--- config.mk ---
export PLATFORM = sky130hd
export DESIGN_NAME = sdinit_sequencer
export DESIGN_NICKNAME = d
export VERILOG_FILES = /design/src/rtl/sdinit_pkg.sv /design/src/rtl/sdinit_timing_regs.sv /design/src/rtl/sdinit_gap_counter.sv /design/src/rtl/sdinit_seq_fsm.sv /design/src/rtl/sdinit_pin_drv.sv /design/src/rtl/sdinit_sequencer.sv
export SDC_FILE = /design/constraint.sdc
export NUM_CORES = 1
export LEC_CHECK = 0
export ABC_CLOCK_PERIOD_IN_PS = 1990
export CAP_MARGIN = 10
export CORE_MARGIN = 5
export CORE_UTILIZATION = 45
export CTS_CLUSTER_SIZE = 10
export DETAILED_ROUTE_END_ITERATION = 10
export PLACE_DENSITY_LB_ADDON = 0.1
export SLEW_MARGIN = 5
export SYNTH_ARGS = -nofsm -noshare
export SYNTH_HDL_FRONTEND = slang
export SYNTH_SLANG_ARGS = --single-unit
--- constraint.sdc ---
create_clock -name clk -period 1.99 [get_ports clk]
set_clock_uncertainty 0.15 [all_clocks]
set_input_delay 0.2985 -clock clk [delete_from_list [all_inputs] [get_ports clk]]
set_output_delay 0.2985 -clock clk [all_outputs]
set_load 0.02 [all_outputs]
--- src/rtl/sdinit_pkg.sv ---
`timescale 1ns/1ps
package sdinit_pkg;

  typedef enum logic [1:0] {
    CMD_NOP     = 2'd0,
    CMD_PREALL  = 2'd1,
    CMD_REFRESH = 2'd2,
    CMD_MODESET = 2'd3
  } sd_cmd_e;

  typedef enum logic [1:0] {
    ST_IDLE    = 2'd0,
    ST_GAP_PRE = 2'd1,
    ST_GAP_REF = 2'd2,
    ST_FINISH  = 2'd3
  } seq_state_e;

  typedef struct packed {
    logic cs_n;
    logic ras_n;
    logic cas_n;
    logic we_n;
    logic a10;
  } sd_pins_t;

  localparam sd_pins_t PINS_NOP = '{cs_n: 1'b0, ras_n: 1'b1, cas_n: 1'b1, we_n: 1'b1, a10: 1'b0};

  function automatic sd_pins_t encode_cmd(sd_cmd_e c);
    sd_pins_t p;
    p = PINS_NOP;
    case (c)
      CMD_PREALL:  p = '{cs_n: 1'b0, ras_n: 1'b0, cas_n: 1'b1, we_n: 1'b0, a10: 1'b1};
      CMD_REFRESH: p = '{cs_n: 1'b0, ras_n: 1'b0, cas_n: 1'b0, we_n: 1'b1, a10: 1'b0};
      CMD_MODESET: p = '{cs_n: 1'b0, ras_n: 1'b0, cas_n: 1'b0, we_n: 1'b0, a10: 1'b0};
      default:     p = PINS_NOP;
    endcase
    return p;
  endfunction

endpackage

--- src/rtl/sdinit_timing_regs.sv ---
`timescale 1ns/1ps
module sdinit_timing_regs #(
  parameter int TW       = 4,
  parameter int DEF_TRC  = 6,
  parameter int DEF_TRP  = 1,
  parameter int DEF_TRCD = 1
) (
  input  logic          clk,
  input  logic          rst,
  input  logic          wr_en,
  input  logic          lock,
  input  logic [TW-1:0] in_trc,
  input  logic [TW-1:0] in_trp,
  input  logic [TW-1:0] in_trcd,
  output logic [TW-1:0] out_trc,
  output logic [TW-1:0] out_trp,
  output logic [TW-1:0] out_trcd
);

  localparam int NFIELD = 3;

  logic [TW-1:0] new_val [NFIELD];
  logic [TW-1:0] held    [NFIELD];
  logic          accept;

  assign accept     = wr_en && !lock;
  assign new_val[0] = in_trc;
  assign new_val[1] = in_trp;
  assign new_val[2] = in_trcd;

  for (genvar g = 0; g < NFIELD; g++) begin : g_field
    localparam int RESET_VAL = (g == 0) ? DEF_TRC : ((g == 1) ? DEF_TRP : DEF_TRCD);
    always_ff @(posedge clk) begin
      if (rst) begin
        held[g] <= TW'(RESET_VAL);
      end else if (accept) begin
        held[g] <= new_val[g];
      end
    end
  end

  assign out_trc  = held[0];
  assign out_trp  = held[1];
  assign out_trcd = held[2];

endmodule

--- src/rtl/sdinit_gap_counter.sv ---
`timescale 1ns/1ps
module sdinit_gap_counter #(
  parameter int W = 4
) (
  input  logic         clk,
  input  logic         rst,
  input  logic         load,
  input  logic [W-1:0] load_val,
  output logic         is_zero
);

  logic [W-1:0] cnt;

  always_ff @(posedge clk) begin
    if (rst) begin
      cnt <= '0;
    end else if (load) begin
      cnt <= load_val;
    end else if (cnt != '0) begin
      cnt <= cnt - 1'b1;
    end
  end

  assign is_zero = (cnt == '0);

endmodule

--- src/rtl/sdinit_seq_fsm.sv ---
`timescale 1ns/1ps
module sdinit_seq_fsm
  import sdinit_pkg::*;
#(
  parameter int TW        = 4,
  parameter int REF_COUNT = 3
) (
  input  logic          clk,
  input  logic          rst,
  input  logic          init_req,
  input  logic          access_busy,
  input  logic [TW-1:0] trc,
  input  logic [TW-1:0] trp,
  input  logic          gap_zero,
  output logic          gap_load,
  output logic [TW-1:0] gap_val,
  output sd_cmd_e       next_cmd,
  output logic          busy,
  output logic          done,
  output logic          pending
);

  localparam int RC_W = $clog2(REF_COUNT + 1);

  seq_state_e      st, st_n;
  logic [RC_W-1:0] refs, refs_n;
  logic            start;

  assign start = (st == ST_IDLE) && pending && !access_busy;

  always_comb begin
    st_n     = st;
    refs_n   = refs;
    next_cmd = CMD_NOP;
    gap_load = 1'b0;
    gap_val  = '0;
    case (st)
      ST_IDLE: begin
        if (start) begin
          next_cmd = CMD_PREALL;
          gap_load = 1'b1;
          gap_val  = trp;
          refs_n   = '0;
          st_n     = ST_GAP_PRE;
        end
      end
      ST_GAP_PRE: begin
        if (gap_zero) begin
          next_cmd = CMD_REFRESH;
          gap_load = 1'b1;
          gap_val  = trc;
          refs_n   = RC_W'(1);
          st_n     = ST_GAP_REF;
        end
      end
      ST_GAP_REF: begin
        if (gap_zero) begin
          if (refs == RC_W'(REF_COUNT)) begin
            next_cmd = CMD_MODESET;
            st_n     = ST_FINISH;
          end else begin
            next_cmd = CMD_REFRESH;
            gap_load = 1'b1;
            gap_val  = trc;
            refs_n   = refs + 1'b1;
          end
        end
      end
      ST_FINISH: begin
        st_n = ST_IDLE;
      end
      default: st_n = ST_IDLE;
    endcase
  end

  always_ff @(posedge clk) begin
    if (rst) begin
      st      <= ST_IDLE;
      refs    <= '0;
      done    <= 1'b0;
      pending <= 1'b0;
    end else begin
      st   <= st_n;
      refs <= refs_n;
      if (start) begin
        done <= 1'b0;
      end else if (st == ST_FINISH) begin
        done <= 1'b1;
      end
      if (init_req) begin
        pending <= 1'b1;
      end else if (st == ST_FINISH) begin
        pending <= 1'b0;
      end
    end
  end

  assign busy = (st != ST_IDLE);

endmodule

--- src/rtl/sdinit_pin_drv.sv ---
`timescale 1ns/1ps
module sdinit_pin_drv
  import sdinit_pkg::*;
(
  input  logic    clk,
  input  logic    rst,
  input  sd_cmd_e next_cmd,
  output logic    cs_n,
  output logic    ras_n,
  output logic    cas_n,
  output logic    we_n,
  output logic    a10
);

  sd_pins_t pins_q;

  always_ff @(posedge clk) begin
    if (rst) begin
      pins_q <= PINS_NOP;
    end else begin
      pins_q <= encode_cmd(next_cmd);
    end
  end

  assign cs_n  = pins_q.cs_n;
  assign ras_n = pins_q.ras_n;
  assign cas_n = pins_q.cas_n;
  assign we_n  = pins_q.we_n;
  assign a10   = pins_q.a10;

endmodule

--- src/rtl/sdinit_sequencer.sv ---
`timescale 1ns/1ps
module sdinit_sequencer
  import sdinit_pkg::*;
#(
  parameter int TW        = 4,
  parameter int REF_COUNT = 3,
  parameter int DEF_TRC   = 6,
  parameter int DEF_TRP   = 1,
  parameter int DEF_TRCD  = 1
) (
  input  logic          clk,
  input  logic          rst,
  input  logic          init_req,
  input  logic          access_busy,
  input  logic          tim_wr,
  input  logic [TW-1:0] tim_trc,
  input  logic [TW-1:0] tim_trp,
  input  logic [TW-1:0] tim_trcd,
  output logic          sd_cs_n,
  output logic          sd_ras_n,
  output logic          sd_cas_n,
  output logic          sd_we_n,
  output logic          sd_a10,
  output logic          init_pending,
  output logic          init_busy,
  output logic          init_done,
  output logic [TW-1:0] cur_trc,
  output logic [TW-1:0] cur_trp,
  output logic [TW-1:0] cur_trcd
);

  logic          gap_zero;
  logic          gap_load;
  logic [TW-1:0] gap_val;
  sd_cmd_e       next_cmd;

  sdinit_timing_regs #(
    .TW(TW), .DEF_TRC(DEF_TRC), .DEF_TRP(DEF_TRP), .DEF_TRCD(DEF_TRCD)
  ) u_regs (
    .clk(clk), .rst(rst), .wr_en(tim_wr), .lock(init_busy),
    .in_trc(tim_trc), .in_trp(tim_trp), .in_trcd(tim_trcd),
    .out_trc(cur_trc), .out_trp(cur_trp), .out_trcd(cur_trcd)
  );

  sdinit_gap_counter #(.W(TW)) u_gap (
    .clk(clk), .rst(rst), .load(gap_load), .load_val(gap_val), .is_zero(gap_zero)
  );

  sdinit_seq_fsm #(.TW(TW), .REF_COUNT(REF_COUNT)) u_fsm (
    .clk(clk), .rst(rst), .init_req(init_req), .access_busy(access_busy),
    .trc(cur_trc), .trp(cur_trp), .gap_zero(gap_zero),
    .gap_load(gap_load), .gap_val(gap_val), .next_cmd(next_cmd),
    .busy(init_busy), .done(init_done), .pending(init_pending)
  );

  sdinit_pin_drv u_pins (
    .clk(clk), .rst(rst), .next_cmd(next_cmd),
    .cs_n(sd_cs_n), .ras_n(sd_ras_n), .cas_n(sd_cas_n), .we_n(sd_we_n), .a10(sd_a10)
  );

endmodule

Yosys cells after proc, flatten, opt, wreduce, memory -nomap -nowiden
Memory sizes are Yosys's and may differ from the RTL's.
Index checks and enable logic that the tools add are counted.
{ "totals": {"ff_bits": 15, "mem_bits_rw": 12, "inputBits": 17, "elab_cells": 81, "mem_count": 1} }
{ "mem_list": {"columns": ["memory", "depth", "width", "read_ports", "rd_ports_with_merged_regs", "wr", "line_no", "text"], "rows": [
  ["u_regs.held", 3, 4, 3, 0, 3, "sdinit_timing_regs.sv:23", "logic [TW-1:0] held [NFIELD];"]
]} }
{ "classes": {"addsub": 2, "eq_ne": 12, "n_mux": 38, "bitwise_logic": 3, "n_reduce_logical": 15} }
{ "op_table": {"columns": ["operator", "n"], "rows": [
  ["2-to-1 mux 4 bit", 9],
  ["one-hot mux 4 bit (3 select lines)", 2],
  ["2-to-1 mux 2 bit", 10],
  ["2-to-1 mux 1 bit", 13],
  ["one-hot mux 2 bit (3 select lines)", 2],
  ["equality test 2 bit (second input constant)", 5],
  ["one-hot mux 2 bit (4 select lines)", 1],
  ["inequality test 2 bit (second input constant)", 3],
  ["nonzero test 2 bit", 3],
  ["AND reduction 5 bit", 1],
  ["equality test 2 x 1 -> 1 bit (second input constant)", 2],
  ["zero test 4 bit", 1],
  ["inequality test 2 x 1 -> 1 bit (second input constant)", 2],
  ["AND reduction 4 bit", 1],
  ["nonzero test 4 bit", 1],
  ["subtractor 4 x 1 -> 4 bit (second input constant)", 1],
  ["logical AND 1 bit", 3],
  ["OR 1 bit", 3],
  ["one-hot mux 1 bit (3 select lines)", 1],
  ["nonzero test 3 bit", 1],
  ["adder 2 x 1 -> 2 bit (second input constant)", 1],
  ["zero test 1 bit", 2],
  ["zero test 2 bit", 1],
  ["OR reduction 2 bit", 1]
]} }

Depth between registers and ports, before layout
Gate-level depths: netlist (run 1).
{ "depth": {"ltp_word": 7, "mapped_depth": 7, "ltp_nobuf": 6} }

Modules after synthesis
Synthesis (run 1) repeated with hierarchy kept, for this count alone.
{ "unflattened": {"hier_cells": 126, "area_unflattened_um2": 1380.1} }
{ "by_module_without_submodules": {"columns": ["module", "n_inst", "cells_per_inst", "area_each_um2"], "rows": [
  ["sdinit_seq_fsm", 1, 64, 550.5],
  ["sdinit_timing_regs", 1, 28, 476.7],
  ["sdinit_gap_counter", 1, 24, 229.0],
  ["sdinit_pin_drv", 1, 10, 123.9]
]} }

Least setup slack after synthesis (run 1)
OpenSTA, ideal clock, no wires.
{ "synth_timing": {"path_type": "register to register", "start": "reg u_fsm.st[0]", "end": "reg u_fsm.st[1]", "setup_time_ps": 120, "t_arrival_ps": 1497, "slack_ps": 224, "stages_incl_launch_ff": 7, "n_path_buf": 0, "period_less_slack_ps": 1766, "cell_sequence": "dfxtp_1 inv_1 ha_1 nor2b_1 a21boi_0 a32o_1 a211o_1"} }
{ "synth_via": {"word_cells_on_any_way": 12, "classes_between": "eq/ne: 7; mux: 1; reduce/logical: 4"} }
{ "synth_lines": {"columns": ["element", "line_no", "text"], "rows": [
  ["start: declaration", "sdinit_seq_fsm.sv:25", "seq_state_e st, st_n;"],
  ["start signal: assignment", "sdinit_seq_fsm.sv:83", "st <= st_n;"],
  ["equality test 2 bit, or another cell as far along", "sdinit_seq_fsm.sv:37", "case (st)"],
  ["one-hot mux 2 bit (4 select lines) *", "sdinit_seq_fsm.sv:37", null],
  ["net u_fsm.st_n[1]", "sdinit_seq_fsm.sv:25", null]
]} }
Mark *: on every way through the listed nets, which the timed path passes. The rest lies on a longest branch.
A chain may end at the register's enable or synchronous reset.

Final worst setup path (run 1)
{ "layout_timing": {"start": "reg u_gap.cnt[0]", "end": "reg u_fsm.refs[1]"} }
{ "layout_via": {"elab_chain_cells": 3, "word_cells_on_any_way": 4, "classes_between": "eq/ne: 2; reduce/logical: 2"} }
{ "layout_rtl": {"columns": ["element", "line_no", "text"], "rows": [
  ["start: declaration", "sdinit_gap_counter.sv:12", "logic [W-1:0] cnt;"],
  ["start signal: assignment", "sdinit_gap_counter.sv:18", "cnt <= load_val;"],
  ["start signal: assignment", "sdinit_gap_counter.sv:20", "cnt <= cnt - 1'b1;"],
  ["zero test 4 bit *", "sdinit_gap_counter.sv:24", "assign is_zero = (cnt == '0);"],
  ["inequality test 2 bit (no line)", null, null],
  ["AND reduction 5 bit (no line) *", null, null],
  ["end signal: assignment", "sdinit_seq_fsm.sv:84", "refs <= refs_n;"],
  ["end: declaration", "sdinit_seq_fsm.sv:26", "logic [RC_W-1:0] refs, refs_n;"]
]} }
Every way passes the cells marked *; elsewhere a longest branch is shown, timed or not.

==> impl_metrics.tcl, run 1 <==
set metrics [dict create \
    status "completed" \
    p_clk_share_pct 16.2 \
    ys_types 43 \
    grt_setup_unrepaired "false" \
    leakagePower_uw 0.000708 \
    root_buffer "clkbuf_4" \
    p_per_area_mw_per_mm2 1250 \
    hold_viol 0 \
    worstSetupPathType "reg -> reg" \
    via_per_inst 5.47 \
    fmax_mhz 528 \
    hold_path.startpoint "u_fsm.done" \
    synth_edf_count 12 \
    dpl.hpwl_um 2400 \
    p_switching_uw 840 \
    rr_worst_depth 6 \
    crit_end "u_fsm.refs[1]" \
    critPathArrivalTime_ns 1.95 \
    grt.overflow.total 0 \
    ys_async_sr_fraction_pct 0 \
    worst-path-max-fanout 6 \
    drt_iter0_markers 30 \
    first_global_vias 1132 \
    fin_crit_sh_pct 95.2 \
    setup_viol 0 \
    cts.clk_slew.worst_paths_ns 0.15 \
    p_int_uw 1420 \
    cp-end-kind "flop" \
    drive_gt1_share_pct 14.2 \
    syn_to_final_growth_pct 37.3 \
    synth-seq-cells 26 \
    gp_congestion 0.808 \
    core_area_mm2 0.00278 \
    io_pins 37 \
    cts_tree "done" \
    finalWirelength_um 3020 \
    synth.cell_area_mm2 0.00132 \
    h-tree-depth 1 \
    wire_per_inst_um 15.7 \
    utilization_pct 65.0 \
    startpoint_type "flop" \
    p_sw_share_pct 37.2 \
    startpoint "u_gap.cnt[0]" \
    ff2ff_setup_slack_ns 0.1 \
    ys_warn_count 0 \
    reg2reg_to "u_fsm.refs[1]" \
    cts_sinks 26 \
    multi_input_area_um2 632 \
    maxSlewViolCount 0 \
    initial_core_util_pct 47.3 \
    synth_nets 144 \
    clockBufferDepth 2 \
    min_path_type "reg -> reg" \
    r2r-start "u_gap.cnt[0]" \
    fillers 219 \
    dieHeight_um 64.1 \
    syn_inst 119 \
    first_pass_iters 4 \
    ys_seq_area_share_pct 48.7 \
    drc_errors 0 \
    cap_violations 0 \
    numCtsBuffers 3 \
    die_area_mm2 0.00411 \
    tns_ns 0 \
    pwr-share-seq_pct 34.3 \
    clk-insertion-delay-late_ns 0.32 \
    cp.required_ns 2.05 \
    die_w_um 64.1 \
    netlist.area_leader.share_pct 27.4 \
    syn_avg_cell_area_um2 11.1 \
    period_needed_ns 1.89 \
    antenna_found_initial 0 \
    grt_max_degree 16 \
    vdd_drop_max_v 0.000886 \
    holdBufCountCts 0 \
    yosys.area.top_type "edfxtp_1" \
    ff_latch_area_um2 643 \
    combPwrFrac_pct 49.5 \
    vias 1055 \
    grt_use_total_pct 15.8 \
    drtAntennaViolNets 0 \
    synth.area.top_cells "edfxtp_1 (27%), dfxtp_1 (21%), ha_1 (7.6%)" \
    nNetsFinal 188 \
    diodes 0 \
    grt_pass1_wl_um 5260 \
    synth-main-ff-cell "dfxtp_1" \
    port_buffers 35 \
    rows 19 \
]
## cells in the mapped netlist, drive strengths merged (3+ instances only)
master and instances:
dfxtp 14, edfxtp 12, and2 11, nor2 10, ha 8, inv 8
nand2 6, a32o 4, o21ai 4, or3 4, a21oi 3, a22o 3
nor2b 3, o311ai 3
## flip-flops by register name, summed over array words and instances (netlist names)
signal	flops
u_gap.cnt	4
u_fsm.refs	2
u_pins.a10	1
u_pins.we_n	1
u_pins.ras_n	1
u_fsm.done	1
u_regs.held	12
u_pins.cas_n	1
u_fsm.st	2
u_fsm.pending	1
## timing repair
| item | 4_1_cts | 5_1_grt |
|---|---|---|
| pin swaps | 0 | 0 |
| buffers inserted | 0 | 2 |
| gates resized for setup | 3 | 4 |
| gates cloned | 0 | 0 |
| setup endpoints to repair | 1 | 4 |
## logic make-up after synthesis
family / synth area share [%]
compound gates: 19.6
xor+xnor: 1.33
fa+ha+maj: 7.60
buf+inv: 3.52
flops: 48.7
mux: 0.760
other cells: 0.285
simple gates: 18.3
## per-stage QoR
step / cells / setup slack (ns) / total power, uW / cell area [um^2] / hold WS, ns
4_1_cts: 191 / 0.00160 / 2250 / 1790 / 0.377
5_1_grt: 193 / 0.00424 / 2410 / 1810 / 0.398
6_report: 193 / 0.0963 / 2260 / 1810 / 0.369
3_3_place_gp: 187 / 0.123 / 1860 / 1740 / 0.331
2_1_floorplan: 119 / 0.224 / 1510 / 1320 / 0.266
3_5_place_dp: 187 / 0.0390 / 1880 / 1740 / 0.352
## how the worst min path moves through the flow
stage | end | slack [ns] | depth (start not counted)
floorplan | u_fsm.pending | 0.27 | 2
global route | u_fsm.done | 0.40 | 2
CTS | u_fsm.done | 0.38 | 2
detailed placement | u_fsm.done | 0.35 | 2
finish | u_fsm.done | 0.37 | 2
global placement | u_fsm.done | 0.33 | 2
## routing by layer
layer	up-vias	part of all wire (%)	routed length, um	global-route usage [%]
met5	-	0	0	0
met4	0	0.79	24	4.68
met3	4	6.1	183	4.73
met2	33	49	1490	26.5
met1	498	44	1330	19.6
li1	520	-	-	-
## power groups by stage
stage          Sequential [uW]  Combinational [uW]  Clock, uW
2_1_floorplan              848                 658          0
3_3_place_gp               780                1080          0
3_5_place_dp               787                1090          0
4_1_cts                    775                1100        375
5_1_grt                    795                1220        400
6_report                   775                1120        366
## worst max-delay path, stage by stage (launching register included)
cell	delay [ns]
dfxtp_1	0.37
inv_1	0.07
ha_2	0.22
nor3b_4	0.36
a21oi_2	0.14
o311ai_1	0.35
o41ai_1	0.14
## cell usage in the layout (no fill, tap or decap), types with 2 or more instances in the layout
master,n
a221oi_2,2
a22o_1,3
a32o_1,4
and2_1,10
buf_4,6
clkbuf_4,3
clkdlybuf4s50_1,34
dfxtp_1,12
dfxtp_2,2
edfxtp_1,12
ha_1,7
inv_1,8
nand2_1,6
nor2_1,10
nor2b_1,3
nor3_1,2
o21ai_0,2
o311ai_1,2
o41ai_1,2
or3_1,4
## area by class of cell
type                    count  share of cell area (%)
clock inverters             1                    1.66
flip-flops and latches     26                    35.6
multi-input cells          82                    35.0
clock buffers               3                    1.25
inverters                   8                    1.66
repair buffers             42                    22.7
well taps                  31                    2.15
No activity file was read; power rests on OpenSTA's default activity.
==> run 2, diff against run 1 <==
--- a/config.mk
+++ b/config.mk
@@ -12,6 +12,7 @@
 export CTS_CLUSTER_SIZE = 10
 export DETAILED_ROUTE_END_ITERATION = 10
 export PLACE_DENSITY_LB_ADDON = 0.1
+export SKIP_LAST_GASP = 1
 export SLEW_MARGIN = 5
 export SYNTH_ARGS = -nofsm -noshare
 export SYNTH_HDL_FRONTEND = slang
==> results of run 2 <==
Final layout, timing and power as in run 1 (identical DEF).
